[config.mk]
export PLATFORM = sky130hd
export DESIGN_NAME = store_buffer
export DESIGN_NICKNAME = d
export VERILOG_FILES = /design/src/rtl/sb_pkg.sv /design/src/rtl/sb_lookup.sv /design/src/rtl/sb_arbiter.sv /design/src/rtl/store_buffer.sv
export SDC_FILE = /design/constraint.sdc
export NUM_CORES = 1
export LEC_CHECK = 0
export CORE_MARGIN = 5
export CORE_UTILIZATION = 54
export DETAILED_ROUTE_END_ITERATION = 12
export PLACE_DENSITY = 0.8
export SLEW_MARGIN = 30
export SYNTH_ARGS = -nofsm -noshare
export SYNTH_HDL_FRONTEND = slang
export SYNTH_SLANG_ARGS = --single-unit
[constraint.sdc]
create_clock -name clk -period 8.7 [get_ports clk]
set_clock_uncertainty 0.05 [all_clocks]
set_input_delay 1.74 -clock clk [delete_from_list [all_inputs] [get_ports clk]]
set_output_delay 1.74 -clock clk [all_outputs]
set_load 0.01 [all_outputs]
[src/rtl/sb_pkg.sv]
package sb_pkg;

    typedef enum logic [1:0] {
        GRANT_IDLE  = 2'd0,
        GRANT_READ  = 2'd1,
        GRANT_DRAIN = 2'd2
    } grant_e;

endpackage

[src/rtl/sb_lookup.sv]
// Associative probe of all live slots; the newest matching slot wins.
module sb_lookup #(
    parameter int DEPTH = 4,
    parameter int AW    = 32,
    parameter int DW    = 32,
    parameter int PW    = 2,
    parameter int CW    = 3
) (
    input  logic [DEPTH-1:0][AW-1:0] slot_addr,
    input  logic [DEPTH-1:0][DW-1:0] slot_data,
    input  logic [PW-1:0]            head,
    input  logic [CW-1:0]            count,
    input  logic [AW-1:0]            probe_addr,
    output logic                     hit,
    output logic [DW-1:0]            hit_data
);

    logic [DEPTH-1:0] live;
    logic [DEPTH-1:0] match;
    logic [DEPTH-1:0][PW-1:0] age;

    for (genvar i = 0; i < DEPTH; i++) begin : g_slot
        assign age[i]   = PW'(i) - head;
        assign live[i]  = ({1'b0, age[i]} < {1'b0, count});
        assign match[i] = live[i] && (slot_addr[i] == probe_addr);
    end

    logic [PW-1:0] best_age;

    always_comb begin
        hit      = 1'b0;
        hit_data = '0;
        best_age = '0;
        for (int i = 0; i < DEPTH; i++) begin
            if (match[i] && (!hit || age[i] > best_age)) begin
                hit      = 1'b1;
                hit_data = slot_data[i];
                best_age = age[i];
            end
        end
    end

endmodule

[src/rtl/sb_arbiter.sv]
// Memory port arbitration: a read miss always goes before a drain write.
module sb_arbiter
    import sb_pkg::*;
(
    input  logic   read_pend,
    input  logic   drain_pend,
    output grant_e grant
);

    always_comb begin
        if (read_pend)       grant = GRANT_READ;
        else if (drain_pend) grant = GRANT_DRAIN;
        else                 grant = GRANT_IDLE;
    end

endmodule

[src/rtl/store_buffer.sv]
module store_buffer
    import sb_pkg::*;
#(
    parameter int DEPTH = 4,
    parameter int AW    = 32,
    parameter int DW    = 32
) (
    input  logic          clk,
    input  logic          rst_n,
    input  logic          st_valid,
    output logic          st_ready,
    input  logic [AW-1:0] st_addr,
    input  logic [DW-1:0] st_data,
    input  logic          rd_valid,
    input  logic [AW-1:0] rd_addr,
    output logic          rd_hit,
    output logic          rd_done,
    output logic [DW-1:0] rd_data,
    output logic          mem_req,
    output logic          mem_we,
    output logic [AW-1:0] mem_addr,
    output logic [DW-1:0] mem_wdata,
    input  logic [DW-1:0] mem_rdata,
    input  logic          mem_ack
);

    localparam int PW = (DEPTH > 1) ? $clog2(DEPTH) : 1;
    localparam int CW = $clog2(DEPTH + 1);

    typedef struct packed {
        logic [DEPTH-1:0][AW-1:0] addr;
        logic [DEPTH-1:0][DW-1:0] data;
        logic [PW-1:0]            head;
        logic [PW-1:0]            tail;
        logic [CW-1:0]            count;
    } buf_state_t;

    buf_state_t buf_d, buf_q;

    logic          fwd_hit;
    logic [DW-1:0] fwd_data;
    logic          read_miss;
    logic          push, pop;
    grant_e        grant;
    logic [CW-1:0] fill_lvl;

    sb_lookup #(
        .DEPTH(DEPTH), .AW(AW), .DW(DW), .PW(PW), .CW(CW)
    ) lookup_i (
        .slot_addr (buf_q.addr),
        .slot_data (buf_q.data),
        .head      (buf_q.head),
        .count     (buf_q.count),
        .probe_addr(rd_addr),
        .hit       (fwd_hit),
        .hit_data  (fwd_data)
    );

    assign read_miss = rd_valid && !fwd_hit;

    sb_arbiter arb_i (
        .read_pend (read_miss),
        .drain_pend(buf_q.count != '0),
        .grant     (grant)
    );

    assign fill_lvl = buf_q.count;
    assign st_ready = (buf_q.count != CW'(DEPTH));
    assign push     = st_valid && st_ready;
    assign pop      = (grant == GRANT_DRAIN) && mem_ack;

    assign mem_req   = (grant != GRANT_IDLE);
    assign mem_we    = (grant == GRANT_DRAIN);
    assign mem_addr  = (grant == GRANT_READ) ? rd_addr : buf_q.addr[buf_q.head];
    assign mem_wdata = buf_q.data[buf_q.head];

    assign rd_hit  = rd_valid && fwd_hit;
    assign rd_done = rd_valid && (fwd_hit || ((grant == GRANT_READ) && mem_ack));
    assign rd_data = fwd_hit ? fwd_data : mem_rdata;

    always_comb begin
        buf_d = buf_q;
        if (push) begin
            buf_d.addr[buf_q.tail] = st_addr;
            buf_d.data[buf_q.tail] = st_data;
            buf_d.tail             = buf_q.tail + 1'b1;
        end
        if (pop) begin
            buf_d.head = buf_q.head + 1'b1;
        end
        case ({push, pop})
            2'b10:   buf_d.count = buf_q.count + 1'b1;
            2'b01:   buf_d.count = buf_q.count - 1'b1;
            default: buf_d.count = buf_q.count;
        endcase
    end

    always_ff @(posedge clk) begin
        if (!rst_n) buf_q <= '0;
        else        buf_q <= buf_d;
    end

endmodule

# Yosys cells after proc, flatten, opt, wreduce, memory -nomap -nowiden
# Cells that the tools add are included.
# totals
regBits,263
elab_cells,87
out_inout_bits,101
input_bits,133
# op_classes
magnitude_cmp,10
n_reduce_logical,25
mux,24
add_sub_neg,8
eq_ne,9
# ops
cell,count
$mux 32,9
$bwmux 128,2
$bmux 32 s2,2
$eq 32x32->1,4
$demux 32 s2,1
$logic_and 1x1->1,14
$lt 2x3->1,4
$mux 2,5
$gt 2x2->1,3
$lt 2x3->1 const B,2
$pmux 3 s2,1
$add 2x1->2 const B,2
$eq 2x1->1 const B,2
$eq 2x2->1 const B,2
$logic_not 1->1,4
$logic_or 1x1->1,4
$mux 1,4
$reduce_bool 2->1,2
$sub 1x2->2 const A,2
$sub 2x2->2 const A,2
$add 3x1->3 const B,1
$ne 3x3->1 const B,1
$reduce_bool 3->1,1
$sub 3x1->3 const B,1
$ge 2x1->1 const B,1

# Longest topological paths before layout
# depth
depth_word,23
mapped_depth,26
mapped_depth_nobuf,23

# By module
# A second synthesis with hierarchy kept.
# hier_totals
hier_cells,1563
hier_area_um2,15668.8
# by_module_without_submodules
mod,area_per_inst_um2,instances,cells_each
store_buffer,12350.6,1,1173
sb_lookup,3296.9,1,388
sb_arbiter,21.3,1,2

# Worst setup path before layout
# Ideal clock, no wire load.
# synth_timing
path_kind,input-to-output
startpoint,in rd_addr[24]
endpoint,out rd_data[21]
cell_stages,21
setup_slack_ns,0.781
path_buffers,2
arrival_time_ns,6.129
t_required_ns,6.910
path_cell_list,buf_2 > xor2_1 > or4_1 > or4_4 > nor3_4 > a21oi_2 > mux2i_1 > ha_1 > nor2b_1 > o21ai_0 > o21ai_0 > nand2_1 > mux2_2 > ha_1 > a21oi_1 > a21oi_1 > nand4_1 > o41ai_1 > dlymetal6s2s_1 > a22oi_1 > o21ai_1
# synth_via
elab_chain_cells,16
word_cells_on_any_way,32
# synth_rtl
item,line,rtl
start: declaration,store_buffer.sv:15,"input logic [AW-1:0] rd_addr,"
$eq 32x32->1,sb_lookup.sv:25,assign match[i] = live[i] && (slot_addr[i] == probe_addr);
$logic_and 1x1->1,sb_lookup.sv:25,
$mux 2 / $mux 1 (equally long branches),sb_lookup.sv:35,if (match[i] && (!hit || age[i] > best_age)) begin
$gt 2x2->1 / $logic_not 1->1 (equally long branches),sb_lookup.sv:35,
$logic_or 1x1->1,sb_lookup.sv:35,
$logic_and 1x1->1,sb_lookup.sv:35,
$mux 2 / $mux 1 (equally long branches),sb_lookup.sv:35,
$gt 2x2->1 / $logic_not 1->1 (equally long branches),sb_lookup.sv:35,
$logic_or 1x1->1,sb_lookup.sv:35,
$logic_and 1x1->1,sb_lookup.sv:35,
$mux 2 / $mux 1 (equally long branches),sb_lookup.sv:35,
$gt 2x2->1 / $logic_not 1->1 (equally long branches),sb_lookup.sv:35,
$logic_or 1x1->1,sb_lookup.sv:35,
$logic_and 1x1->1,sb_lookup.sv:35,
$mux 32 / $mux 1 (equally long branches),sb_lookup.sv:35,
$mux 32 *,store_buffer.sv:79,assign rd_data = fwd_hit ? fwd_data : mem_rdata;
end: declaration,store_buffer.sv:18,"output logic [DW-1:0] rd_data,"
# Mark *: on every way between the ends. The rest lies on a longest branch, timed or not.

# Worst setup path after layout
# layout_timing
startpoint,in rd_addr[7]
endpoint,out rd_data[26]
# Same word-level chain as after synthesis.

==> reports/qor.csv <==
metric,value,unit
run status,completed,
Yosys top cell area share,35.6,%
main combinational cell family by area after synthesis,compound AO/OA/AOI/OAI gates,
Worst Path Required,6.91,ns
worst-margin pin slew,0.970,ns
Pre-antenna DRT Iters,5,
number of synthesized register bits,263,
first-pass GRT wire length,74500,um
area share of fa/ha/maj cells after synthesis,1.32,%
CP Capture Type,output pin,
Synth Net Count,1857,
multiplexer share of the synthesized area,12.6,%
post-route ant nets,0,
VDD IR max,0.124,mV
CTS tree,yes,
Post-route DRC,0,
Synth Instances,1709,
R2R Path Start,buf_q[6],
Post-synth EDFFs,0,
vias per cell,6.12,
fin crit period,8.53,ns
path depth of the worst reg2reg path,17,
Nets,2013,
initial core utilization,54.8,%
"commonest non-fill, non-tap cell in the layout",nand2_1,
worst setup path startpoint,rd_addr[7],
async set or reset register ratio after synthesis,0,%
DIE HEIGHT,175,um
Placer Congestion,0.982,
syn_area_per_cell,8.65,sq um
CP cell instances,clkdlybuf4s50_1 -> xnor2_1 -> nand4_1 -> or4b_2 -> nor3_4 -> a21oi_2 -> mux2i_1 -> ha_1 -> nor2b_1 -> o21ai_1 -> o21ai_0 -> nand2_1 -> buf_4 -> mux2_2 -> ha_1 -> a21oi_1 -> nand4_1 -> o41ai_4 -> buf_4 -> buf_8 -> a22oi_1 -> o21ai_1 -> clkdlybuf4s15_1,
routed len/inst,21.8,um
Post-synth top flop,dfxtp_1,
Pwr Total,3270,uW
Final setup viols,0,
DRT iter0 DRCs,1402,
Crit Path Class,in2out,
hold path depth,2,
Relative slew margins,35.3,%
clock sinks,263,
xor/xnor share of the synthesized area,7.76,%
# IOs,234,
register area share after synthesis,35.6,%
die area,30800,sq um
Tcrit/Tclk final,98.1,%
placement row count,60,
Compound-Gate Fraction of Synth Area,20.0,%
Ys Warns,0,
Post-Syn Area,14800,sq um
hold-fix buffer count after cts,0,
final WL,48600,um
synth top area cells,"dfxtp_1 (36%), nand2_1 (14%), a21boi_0 (13%), mux4_2 (9.8%), xnor2_1 (5.5%)",
vias in the first global route,13600,
largest net degree at the start of global routing,117,
crit-path max cell delay,0.72,ns
DR vias,13600,
later-pin clock latency in the skew report,0.55,ns
Crit-path slowest cell,or4b_2,
Leakage Power,0.00622,uW
worst reg2reg endpoint,fill_lvl[2],
Die X-Extent,175,um
Synth area leader,dfxtp_1,
clock slew at reported path FFs,0.06,ns
library cells used by synthesis,53,
CTS Buf Count,28,
I/O Buffers,233,
final-report max-slew violation count,0,
layout cells sized above 1,12.1,%
antenna violations before repair,0,
worst reg-to-reg setup slack,3.88,ns
clk buf depth,3,
Setup TNS,0,ns
hold path startpoint,buf_q[89],
Clock H-tree levels,1,
Post-Synth Simple-Gate Area,17.5,%
PwrDens,179,nW/um^2
area grow syn2layout,23.6,%
GRT overflow,0,
max cap viols,0,
Final Hold Viols,0,
min-delay worst type,reg2reg,
total track usage,30.1,%
Root Buffer,clkbuf_16,
hold endpoint,buf_q[89],
startpoint types,input pin,
most frequent cells in the layout,"nand2_1 (528), dfxtp_1 (261), a21boi_0 (259), clkdlybuf4s50_1 (199), xnor2_1 (92)",
Fmax,117,MHz
Critical Path Fanout Max,13,
total core area,27000,sq um
hpwl dp,31300,um
WP data arrival,6.74,ns
-- metrics by stage --
step                      instance area [sq um]  std cells  setup slack (ns)  util (%)  hold slack (ns)
after detailed placement                  17200       2169           -0.0686      63.9            0.421
after global placement                    17200       2169            0.0485      63.9            0.412
after floorplan                           14800       1709             0.781         -            0.400
after global routing                      18300       2226           -0.0176      67.7            0.456
after CTS                                 18200       2219            0.0400      67.4            0.429
final                                     18300       2227             0.168      67.8            0.429
-- synth_stat cells (6+ instances only) --
cell type,n
a21boi_0,259
a21oi_1,7
a221oi_1,32
a22oi_1,32
and3_1,7
buf_1,6
buf_2,10
buf_6,12
clkbuf_1,125
dfxtp_1,263
ha_1,14
inv_1,12
mux2_2,34
mux4_2,64
nand2_1,532
nand4_1,34
nor4_1,14
o21ai_0,38
o21ai_1,30
xnor2_1,93
xor2_1,38
-- cells by family after synthesis --
group           count (synthesis)
compound gates                409
xor+xnor                      131
fa+ha+maj                      15
buf+inv                       169
flops                         263
mux                           102
simple gates                  620
-- metal layers --
| layer | GRT usage [%] | wire [um] | vias to the layer above |
|---|---|---|---|
| met5 | 0 | 0 | - |
| met4 | 12.3 | 2180 | 0 |
| met3 | 5.68 | 4040 | 129 |
| met2 | 50.6 | 22700 | 668 |
| met1 | 38.2 | 19700 | 6608 |
| li1 | - | - | 6230 |
-- how the worst max path moves through the flow --
stage                   to  slack [ns]  depth (start not counted)
2_1_floorplan  rd_data[21]        0.78                         21
3_3_place_gp   rd_data[31]        0.05                         22
3_5_place_dp   rd_data[31]       -0.07                         22
4_1_cts        rd_data[11]        0.04                         22
5_1_grt        rd_data[26]       -0.02                         24
6_report       rd_data[26]        0.17                         23
-- area by class of cell --
cell class,instances,area (sq um)
well taps,341,427
inverters,12,45.0
flip-flops and latches,263,5270
fillers,2154,8690
multi-input cells,1277,8830
clock buffers,41,831
clock inverters,9,123
repair buffers,283,2730
diodes,1,2.50
-- registers in the layout, indices dropped and copies added, names as in the netlist --
name,flops
buf_q,260
fill_lvl,3
-- critical path: cells and delay by family --
family	cells	cell delay, ns
AOI/OAI and AO/OA	7	0.80
xor gates and xnor gates	1	0.37
adders and majority gates	2	0.56
buffers and inverters	5	1.18
muxes	2	0.54
and+or+nand+nor	6	1.52
-- power by group --
group	internal [uW]	total [uW]	leakage, uW	switching (uW)
Sequential	1270	1340	0.00214	68.6
Clock	746	1240	0.000470	496
Combinational	325	693	0.00361	368
Total	2340	3270	0.00622	933
-- timing repair --
item | 4_1_cts | 5_1_grt
setup endpoints to repair | 28 | 19
resized for setup | 17 | 52
buffers inserted | 0 | 6
gates cloned | 0 | 1
pin swaps | 1 | 0
No activity file was read; power rests on OpenSTA's default activity.
